$ cat config.mk
export PLATFORM = sky130hd
export DESIGN_NAME = prg_window_mapper
export DESIGN_NICKNAME = d
export VERILOG_FILES = /design/src/rtl/prg_map_pkg.sv /design/src/rtl/prg_page_file.sv /design/src/rtl/prg_window_sel.sv /design/src/rtl/prg_window_mapper.sv
export SDC_FILE = /design/constraint.sdc
export NUM_CORES = 1
export LEC_CHECK = 0
export CORE_AREA = 2 2 55 57
export DETAILED_ROUTE_END_ITERATION = 7
export DIE_AREA = 0 0 57 59
export PLACE_DENSITY = 0.78
export RECOVER_POWER = 50
export SYNTH_ARGS = -nofsm -noshare
export SYNTH_HDL_FRONTEND = slang
export SYNTH_SLANG_ARGS = --single-unit
$ cat constraint.sdc
create_clock -name clk -period 3.3 [get_ports clk]
set_input_delay 0.825 -clock clk [delete_from_list [all_inputs] [get_ports clk]]
set_output_delay 0.825 -clock clk [all_outputs]
set_load 0.02 [all_outputs]
$ cat src/rtl/prg_map_pkg.sv
package prg_map_pkg;

    localparam int NIB_W     = 4;
    localparam int NUM_WIN   = 3;
    localparam int IDX_W     = 2;
    localparam int WR_ADDR_W = 3;

    // Window codes taken from cpu_addr[14:13]
    typedef enum logic [IDX_W-1:0] {
        WIN_CODE   = 2'd0,
        WIN_DATA   = 2'd1,
        WIN_SAMPLE = 2'd2,
        WIN_FIXED  = 2'd3
    } win_e;

    // One decoded nibble write request
    typedef struct packed {
        logic             en;
        logic             upper;
        logic [IDX_W-1:0] slot;
        logic [NIB_W-1:0] nib;
    } nib_wr_t;

    function automatic nib_wr_t decode_write(
        input logic                 sel_n,
        input logic                 rw,
        input logic [WR_ADDR_W-1:0] a,
        input logic [7:0]           d
    );
        nib_wr_t r;
        r.slot  = a[IDX_W-1:0];
        r.upper = a[IDX_W];
        r.nib   = d[NIB_W-1:0];
        r.en    = !sel_n && !rw && (a[IDX_W-1:0] != 2'(WIN_FIXED));
        return r;
    endfunction

endpackage

$ cat src/rtl/prg_page_file.sv
module prg_page_file
    import prg_map_pkg::*;
#(
    parameter int PAGE_BITS = 8
) (
    input  logic                           clk,
    input  logic                           rst,
    input  nib_wr_t                        wr,
    output logic [NUM_WIN*PAGE_BITS-1:0]   pages
);
    localparam int PLANES = PAGE_BITS / NIB_W;

    for (genvar p = 0; p < PLANES; p++) begin : g_plane
        logic [NIB_W-1:0] nib_q [NUM_WIN];
        for (genvar w = 0; w < NUM_WIN; w++) begin : g_win
            always_ff @(posedge clk) begin
                if (rst) begin
                    nib_q[w] <= '0;
                end else if (wr.en && wr.slot == IDX_W'(w) && wr.upper == 1'(p)) begin
                    nib_q[w] <= wr.nib;
                end
            end
            assign pages[w*PAGE_BITS + p*NIB_W +: NIB_W] = nib_q[w];
        end
    end
endmodule

$ cat src/rtl/prg_window_sel.sv
module prg_window_sel
    import prg_map_pkg::*;
#(
    parameter int PAGE_BITS = 8
) (
    input  logic [NUM_WIN*PAGE_BITS-1:0] pages,
    input  win_e                         win,
    input  logic                         sel_n,
    input  logic                         rw,
    output logic [PAGE_BITS-1:0]         page,
    output logic                         ce_n
);
    always_comb begin
        unique case (win)
            WIN_CODE:   page = pages[0*PAGE_BITS +: PAGE_BITS];
            WIN_DATA:   page = pages[1*PAGE_BITS +: PAGE_BITS];
            WIN_SAMPLE: page = pages[2*PAGE_BITS +: PAGE_BITS];
            default:    page = '1;
        endcase
    end

    assign ce_n = !(!sel_n && rw);
endmodule

$ cat src/rtl/prg_window_mapper.sv
module prg_window_mapper
    import prg_map_pkg::*;
#(
    parameter int PAGE_BITS = 8
) (
    input  logic                 clk,
    input  logic                 rst,
    input  logic [14:0]          cpu_addr,
    input  logic [7:0]           cpu_data,
    input  logic                 cpu_rw,
    input  logic                 rom_sel_n,
    output logic [PAGE_BITS-1:0] rom_addr_hi,
    output logic                 rom_ce_n
);
    nib_wr_t                      wr_req;
    logic [NUM_WIN*PAGE_BITS-1:0] page_vec;
    win_e                         win_code;

    assign wr_req   = decode_write(rom_sel_n, cpu_rw, cpu_addr[WR_ADDR_W-1:0], cpu_data);
    assign win_code = win_e'(cpu_addr[14:13]);

    prg_page_file #(.PAGE_BITS(PAGE_BITS)) u_file (
        .clk   (clk),
        .rst   (rst),
        .wr    (wr_req),
        .pages (page_vec)
    );

    prg_window_sel #(.PAGE_BITS(PAGE_BITS)) u_sel (
        .pages (page_vec),
        .win   (win_code),
        .sel_n (rom_sel_n),
        .rw    (cpu_rw),
        .page  (rom_addr_hi),
        .ce_n  (rom_ce_n)
    );
endmodule

==> flow_summary.toml, run 1 <==
[outcome]
status = "finished clean"

[sta]
slew_headroom_pct = 61.5
fin_crit_sh_pct = 94.4
fmax_mhz = 321
hold_viol = 0
finalSetupViolCount = 0
hold_ws_ns = 1.34
rsz0062_at_grt = "no"
tns_ns = 0
worst_pin_slew_ns = 0.578
setup_ws_ns = 0.186
slew_violations = 0
min_period_ns = 3.11

[detailed_routing]
via_per_inst = 5.59
post_drt_wl_per_cell_um = 15.3
ant_nets = 0
drt-initial-drc-count = 13
num_vias = 811
drtPass1Iterations = 4
drc = 0
wl_um = 2220

[yosys]
synth_edf_count = 24
netlist.area_leader.share_pct = 53.7
synth_top_flop_cell = "edfxtp_1"
ys_warn_count = 0
synth.most_common_cell = "edfxtp_1"
ys_types = 14
async_reset_ff_share_pct = 0
synth_area_per_cell_um2 = 14.6
synthTopCellsByArea = "edfxtp_1 54%, nor4_2 11%, nor3_2 8.9%, mux2_1 6.7%, o22a_1 5.2%"
synth_area_mm2 = 0.00134
synthTopCellsByCount = "24 x edfxtp_1, 12 x nor3_2, 12 x nor4_2, 8 x mux2_1, 8 x o22a_1"
syn_nets = 119
synthesis.instances = 92
synth_seq_area_share_pct = 53.7
synth_top_area_cell = "edfxtp_1"
synth-seq-cells = 24

[global_route]
grt_start_max_net_pins = 19
grt_pass1_wl_um = 3650
grt_pass1_vias = 806
globalRouteTotalUtil_pct = 14.0
antenna_found_initial = 0
globalRouteOverflowTotal = 0

[place]
dp_slack_ns = -0.0344
hpwl_um = 1700
gp_congestion = 0.726
post_dp_cell_area_mm2 = 0.00158
io_buffers = 21
dp.cells = 141

[clocking]
cts_num_sinks = 24
h-tree-depth = 1
clockBufferDepth = 2
cts_tree = "done"
cts-root-buf = "clkbuf_4"
post_cts_buffers = 0
cts.reportedPaths.clkPinSlew_ns = 0.12
numCtsBuffers = 3

[flow_run]
maxCapViolCount = 0

[finish]
final_cells = 145
post-route-util_pct = 54.8
nets = 142
fill_cells = 253
design_area_mm2 = 0.00149
largest_register = "u_file.g_plane.nib_q"
diodes = 0
largest_reg_flops = 24
reg_top3 = "u_file.g_plane.nib_q (24)"
drive_gt1_share_pct = 15.8
area_growth_pct = 10.7

[worst_setup_path]
cp-start-kind = "input port"
required_ns = 2.47
crit_start = "cpu_addr[13]"
cp_max_fo = 5
critPathKind = "input port to output port"
endpoint_kind = "output port"
arrival_ns = 2.29

[die]
die_w_um = 57
rows = 19
design.core.area_mm2 = 0.00271
dieArea_mm2 = 0.00336
die_y_um = 59
initial_utilization_pct = 49.5
ioPinCount = 36

[power_and_ir_drop]
p_total_uw = 576
power.density_mw_per_mm2 = 387
ir_drop_v = 0.000184
power_leakage_nw = 0.477

[worst_hold_path]
min-delay-start = "cpu_data[0]"
worst_hold_path_type = "input port to flop"
[worst paths after layout]
check                             to  slack (ns)  cells past startpoint
max                   rom_addr_hi[3]        0.19                      5
min    u_file.g_plane[1].nib_q[1][0]        1.34                      3
[worst max-delay path: stages]
cell and delay (ns):
clkdlybuf4s50_1 0.48, buf_4 0.15, mux2_1 0.33, o22a_1 0.19, dlygate4sd2_1 0.32
[metal layers]
metal	track usage, %	wire length [µm]	up-vias
li1	-	-	401
met3	1.31	103	4
met5	0	0	-
met1	19.4	1050	382
met2	23.3	1020	24
met4	4.98	38	0
[what timing repair did]
| item | 4_1_cts | 5_1_grt |
|---|---|---|
| setup endpoints to repair | 8 | 0 |
| hold buffers | 0 | 0 |
| hold endpoints to repair | 0 | 0 |
| resized for setup | 9 | 0 |
[kinds of logic after synthesis]
| logic type | count (synthesis) | synth area share (%) |
|---|---|---|
| compound gates | 14 | 9.41 |
| buf+inv | 16 | 6.62 |
| flops | 24 | 53.7 |
| simple gates | 30 | 23.6 |
| mux | 8 | 6.71 |
[layout by cell type (no fill, tap or decap), drive strengths merged]
| cell type | instances |
|---|---|
| clkbuf | 6 |
| nor4 | 12 |
| edfxtp | 24 |
| mux2 | 8 |
| nand2b | 3 |
| or4 | 1 |
| nor3 | 12 |
| dlygate4sd2 | 8 |
| clkdlybuf4s50 | 12 |
| o21bai | 6 |
| buf | 5 |
| clkinv | 1 |
| inv | 5 |
| dlygate4sd3 | 1 |
| o22a | 8 |
| or4b | 2 |
[cell type report]
| class | instances | area, µm² | share of cell area [%] |
|---|---|---|---|
| flip-flops and latches | 24 | 721 | 48.5 |
| multi-input cells | 52 | 433 | 29.1 |
| repair buffers | 29 | 249 | 16.8 |
| well taps | 31 | 38.8 | 2.61 |
| clock buffers | 3 | 22.5 | 1.52 |
| inverters | 5 | 18.8 | 1.26 |
| clock inverters | 1 | 3.75 | 0.253 |
[where the power goes]
| part | total (mW) | switching (mW) | internal (mW) | leakage (nW) |
|---|---|---|---|---|
| logic | 0.0971 | 0.0532 | 0.0440 | 0.231 |
| clock network | 0.121 | 0.0765 | 0.0441 | 0.0154 |
| registers | 0.358 | 0.00527 | 0.353 | 0.230 |
Note: power is estimated with default switching activity, not from simulation.
==> run 2: changes to the inputs <==
CELL_PAD_IN_SITES_DETAIL_PLACEMENT = 2   (was default)
CELL_PAD_IN_SITES_GLOBAL_PLACEMENT = 2   (was default)
CORE_AREA = 2 2 66 68   (was 2 2 55 57)
DIE_AREA = 0 0 68 70   (was 0 0 57 59)
PLACE_DENSITY = 0.79   (was 0.78)
==> flow_summary.toml, run 2 (same netlist as run 1, synthesis figures left out) <==
[outcome]
status = "finished clean"

[power_and_ir_drop]
switching_share_pct = 21.0
p_total_uw = 708
power_leakage_nw = 0.491
ir_drop_v = 0.000183
p_comb_share_pct = 14.2
seqPwrFrac_pct = 50.6
power.density_mw_per_mm2 = 461
power.share.clock_pct = 35.1
switchingPower_uw = 149
internal_power_uw = 559

[place]
gp_congestion = 0.770
dp_slack_ns = -0.116
dp.cells = 160
post_dp_cell_area_mm2 = 0.00161
io_buffers = 21
hpwl_um = 2230

[global_route]
grt_pass1_vias = 930
grt_pass1_wl_um = 4690
grt_start_max_net_pins = 19
globalRouteOverflowTotal = 0
antenna_found_initial = 0
busiest_layer = "met2"
grt_util_met2_pct = 23.9
use_met1_pct = 15.8
globalRouteTotalUtil_pct = 13.3
gr-usage-met3_pct = 1.13

[clocking]
clockBufferDepth = 2
cts_resized = 9
cts_num_sinks = 24
cts_hold_buf = 0
numCtsBuffers = 3
cts.reportedPaths.clkPinSlew_ns = 0.08
cts-root-buf = "clkbuf_8"
h-tree-depth = 1
post_cts_buffers = 0
cts_tree = "done"

[sta]
setup_ws_ns = 0.146
slew_headroom_pct = 68.4
rsz0062_at_grt = "no"
slew_violations = 0
fmax_mhz = 317
tns_ns = 0
min_period_ns = 3.15
finalSetupViolCount = 0
worst_pin_slew_ns = 0.474
hold_viol = 0
fin_crit_sh_pct = 95.6

[die]
design.core.area_mm2 = 0.00414
ioPinCount = 36
die_w_um = 68
initial_utilization_pct = 32.4
dieArea_mm2 = 0.00476
die_y_um = 70
rows = 24

[worst_hold_path]
worst_hold_path_type = "input port to flop"

[finish]
layout_common_cells = "24 x edfxtp_1, 12 x nor3_1, 12 x clkdlybuf4s50_1"
nets = 140
fill_cells = 431
final_cells = 164
diodes = 0
largest_register = "u_file.g_plane.nib_q"
design_area_mm2 = 0.00154
drive_gt1_share_pct = 11.6
area_growth_pct = 14.5
reg_top3 = "u_file.g_plane.nib_q (24)"
largest_reg_flops = 24
final_common_cell = "edfxtp_1"

[detailed_routing]
num_vias = 831
post_drt_wl_per_cell_um = 18.0
drt-initial-drc-count = 14
via_per_inst = 5.07
ant_nets = 0
drtPass1Iterations = 4
wl_um = 2950
drc = 0

[worst_setup_path]
cp-start-kind = "input port"
arrival_ns = 2.33
critPathKind = "input port to output port"
required_ns = 2.47
cp_max_fo = 9
endpoint_kind = "output port"

[flow_run]
maxCapViolCount = 0
## run 2: final timing paths
| kind | cells past startpoint | endpoint | slack (ns) | start |
|---|---|---|---|---|
| max | 5 | rom_addr_hi[1] | 0.15 | cpu_addr[13] |
| min | 3 | u_file.g_plane[0].nib_q[1][3] | 1.37 | cpu_data[3] |
## run 2: critical path, stage by stage
cell	delay [ns]
clkdlybuf4s50_1	0.51
buf_12	0.14
mux2_1	0.33
o22a_1	0.20
dlygate4sd2_1	0.33
## run 2: per-stage QoR
step           hold WS, ns  util (%)
2_1_floorplan         1.22         -
3_3_place_gp          1.71      38.7
3_5_place_dp          1.71      38.7
4_1_cts               1.42      40.3
5_1_grt               1.40      37.1
6_report              1.37      37.1
## run 2: routing by layer
| metal | up-vias | wire length [µm] |
|---|---|---|
| li1 | 397 | - |
| met1 | 401 | 1290 |
| met2 | 28 | 1480 |
| met3 | 5 | 126 |
| met4 | 0 | 49 |
| met5 | - | 0 |
## run 2: final cells by class
type / count / area [µm²] / area share [%]
clock buffer: 3 / 41.3 / 2.69
clock inverter: 1 / 30.0 / 1.95
inverter: 5 / 18.8 / 1.22
multi-input combinational: 52 / 412 / 26.8
sequential: 24 / 721 / 46.9
tap: 52 / 65.1 / 4.23
timing repair buffer: 27 / 250 / 16.3
## run 2: power by group through the flow
stage          sequential, mW  combinational (mW)  clock, mW
2_1_floorplan           0.362              0.0685          0
3_3_place_gp            0.364               0.111          0
3_5_place_dp            0.366               0.115          0
4_1_cts                 0.359               0.110      0.255
5_1_grt                 0.361               0.108      0.265
6_report                0.359               0.101      0.249
==> run 3: changes to the inputs <==
PLACE_DENSITY = 0.83   (was 0.79)
==> flow_summary.toml, run 3 (same netlist as run 1, synthesis figures left out) <==
[place]
io_buffers = 21
hpwl_um = 2500
gp_congestion = 0.839

[finish]
largest_register = "u_file.g_plane.nib_q"
diodes = 0
area_growth_pct = 12.4
regArea_um2 = 721
nets = 141
reg_top3 = "u_file.g_plane.nib_q (24)"
multi_input_area_um2 = 414
largest_reg_flops = 24
post-route-util_pct = 36.4
fill_cells = 444
drive_gt1_share_pct = 12.4
final_common_cell = "edfxtp_1"
layout_common_cells = "24 x edfxtp_1, 11 x nor4_1, 11 x clkdlybuf4s50_1"

[sta]
min_period_ns = 3.14
rsz0062_at_grt = "no"
worst_pin_slew_ns = 0.541
finalSetupViolCount = 0
fin_crit_sh_pct = 95.2
fmax_mhz = 318
slew_headroom_pct = 63.9
hold_viol = 0
slew_violations = 0

[die]
die_y_um = 70
ioPinCount = 36
initial_utilization_pct = 32.4
dieArea_mm2 = 0.00476
design.core.area_mm2 = 0.00414
die_w_um = 68
rows = 24

[worst_hold_path]
min-delay-start = "cpu_data[3]"
worst_hold_path_type = "input port to flop"

[global_route]
grt_start_max_net_pins = 19
globalRouteTotalUtil_pct = 14.5
globalRouteOverflowTotal = 0
grt_pass1_vias = 920
antenna_found_initial = 0
grt_pass1_wl_um = 5080

[outcome]
status = "finished clean"

[clocking]
clockBufferDepth = 2
cts_num_sinks = 24
cts_tree = "done"
h-tree-depth = 1
cts.reportedPaths.clkPinSlew_ns = 0.08
post_cts_buffers = 0
cts-root-buf = "clkbuf_8"
numCtsBuffers = 3

[worst_setup_path]
critPathKind = "input port to output port"
required_ns = 2.47
crit_start = "cpu_addr[13]"
arrival_ns = 2.32
endpoint_kind = "output port"
cp-start-kind = "input port"
cp_max_fo = 4

[power_and_ir_drop]
p_total_uw = 630
power.density_mw_per_mm2 = 418
power_leakage_nw = 0.480
ir_drop_v = 0.000138

[flow_run]
maxCapViolCount = 0

[detailed_routing]
wl_um = 3170
drt-initial-drc-count = 24
num_vias = 847
drc = 0
ant_nets = 0
post_drt_wl_per_cell_um = 19.2
via_per_inst = 5.13
drtPass1Iterations = 4
-- run 3: final timing paths --
path  depth (start not counted)  slack [ns]                             to
min                           3        1.39  u_file.g_plane[1].nib_q[0][3]
max                           5        0.16                 rom_addr_hi[1]
-- run 3: final cells by class --
| cell class | count | area share, % |
|---|---|---|
| repair buffers | 28 | 16.3 |
| well taps | 52 | 4.31 |
| clock inverters | 1 | 0.249 |
| clock buffers | 3 | 2.74 |
| multi-input cells | 52 | 27.4 |
| inverters | 5 | 1.24 |
| flip-flops and latches | 24 | 47.8 |
-- run 3: worst max-delay path: stages --
cell and delay (ns):
clkdlybuf4s50_1 0.48, buf_4 0.14, mux2_1 0.35, o22a_1 0.20, dlygate4sd2_1 0.31
-- run 3: per-layer routing --
metal	vias up	global-route usage, %	part of all wire (%)
met3	4	1.29	3.7
met5	-	0	0
li1	402	-	-
met4	0	4.67	1.3
met2	24	22.7	47
met1	417	20.9	48
-- run 3: repair_timing --
| action | in CTS | in global routing |
|---|---|---|
| gates resized for setup | 9 | 0 |
| hold buffers | 0 | 0 |
| endpoints found under the setup margin | 8 | 0 |
-- run 3: metrics by stage --
stage	setup WS (ns)	std cells	hold slack (ns)	setup TNS (ns)	instance area, µm²
floorplan	0.845	92	1.22	0	1340
global placement	-0.0450	161	1.71	-0.146	1600
detailed placement	-0.0997	161	1.72	-0.690	1600
CTS	0.158	165	1.44	0	1640
global route	0.119	165	1.41	0	1510
finish	0.159	165	1.39	0	1510
-- run 3: power by group --
part           switching (mW)  internal [mW]  leakage (nW)  total [mW]
registers             0.00609          0.353         0.230       0.359
logic                  0.0570         0.0434         0.227       0.100
clock network          0.0876         0.0830        0.0231       0.171
total                   0.151          0.479         0.480       0.630
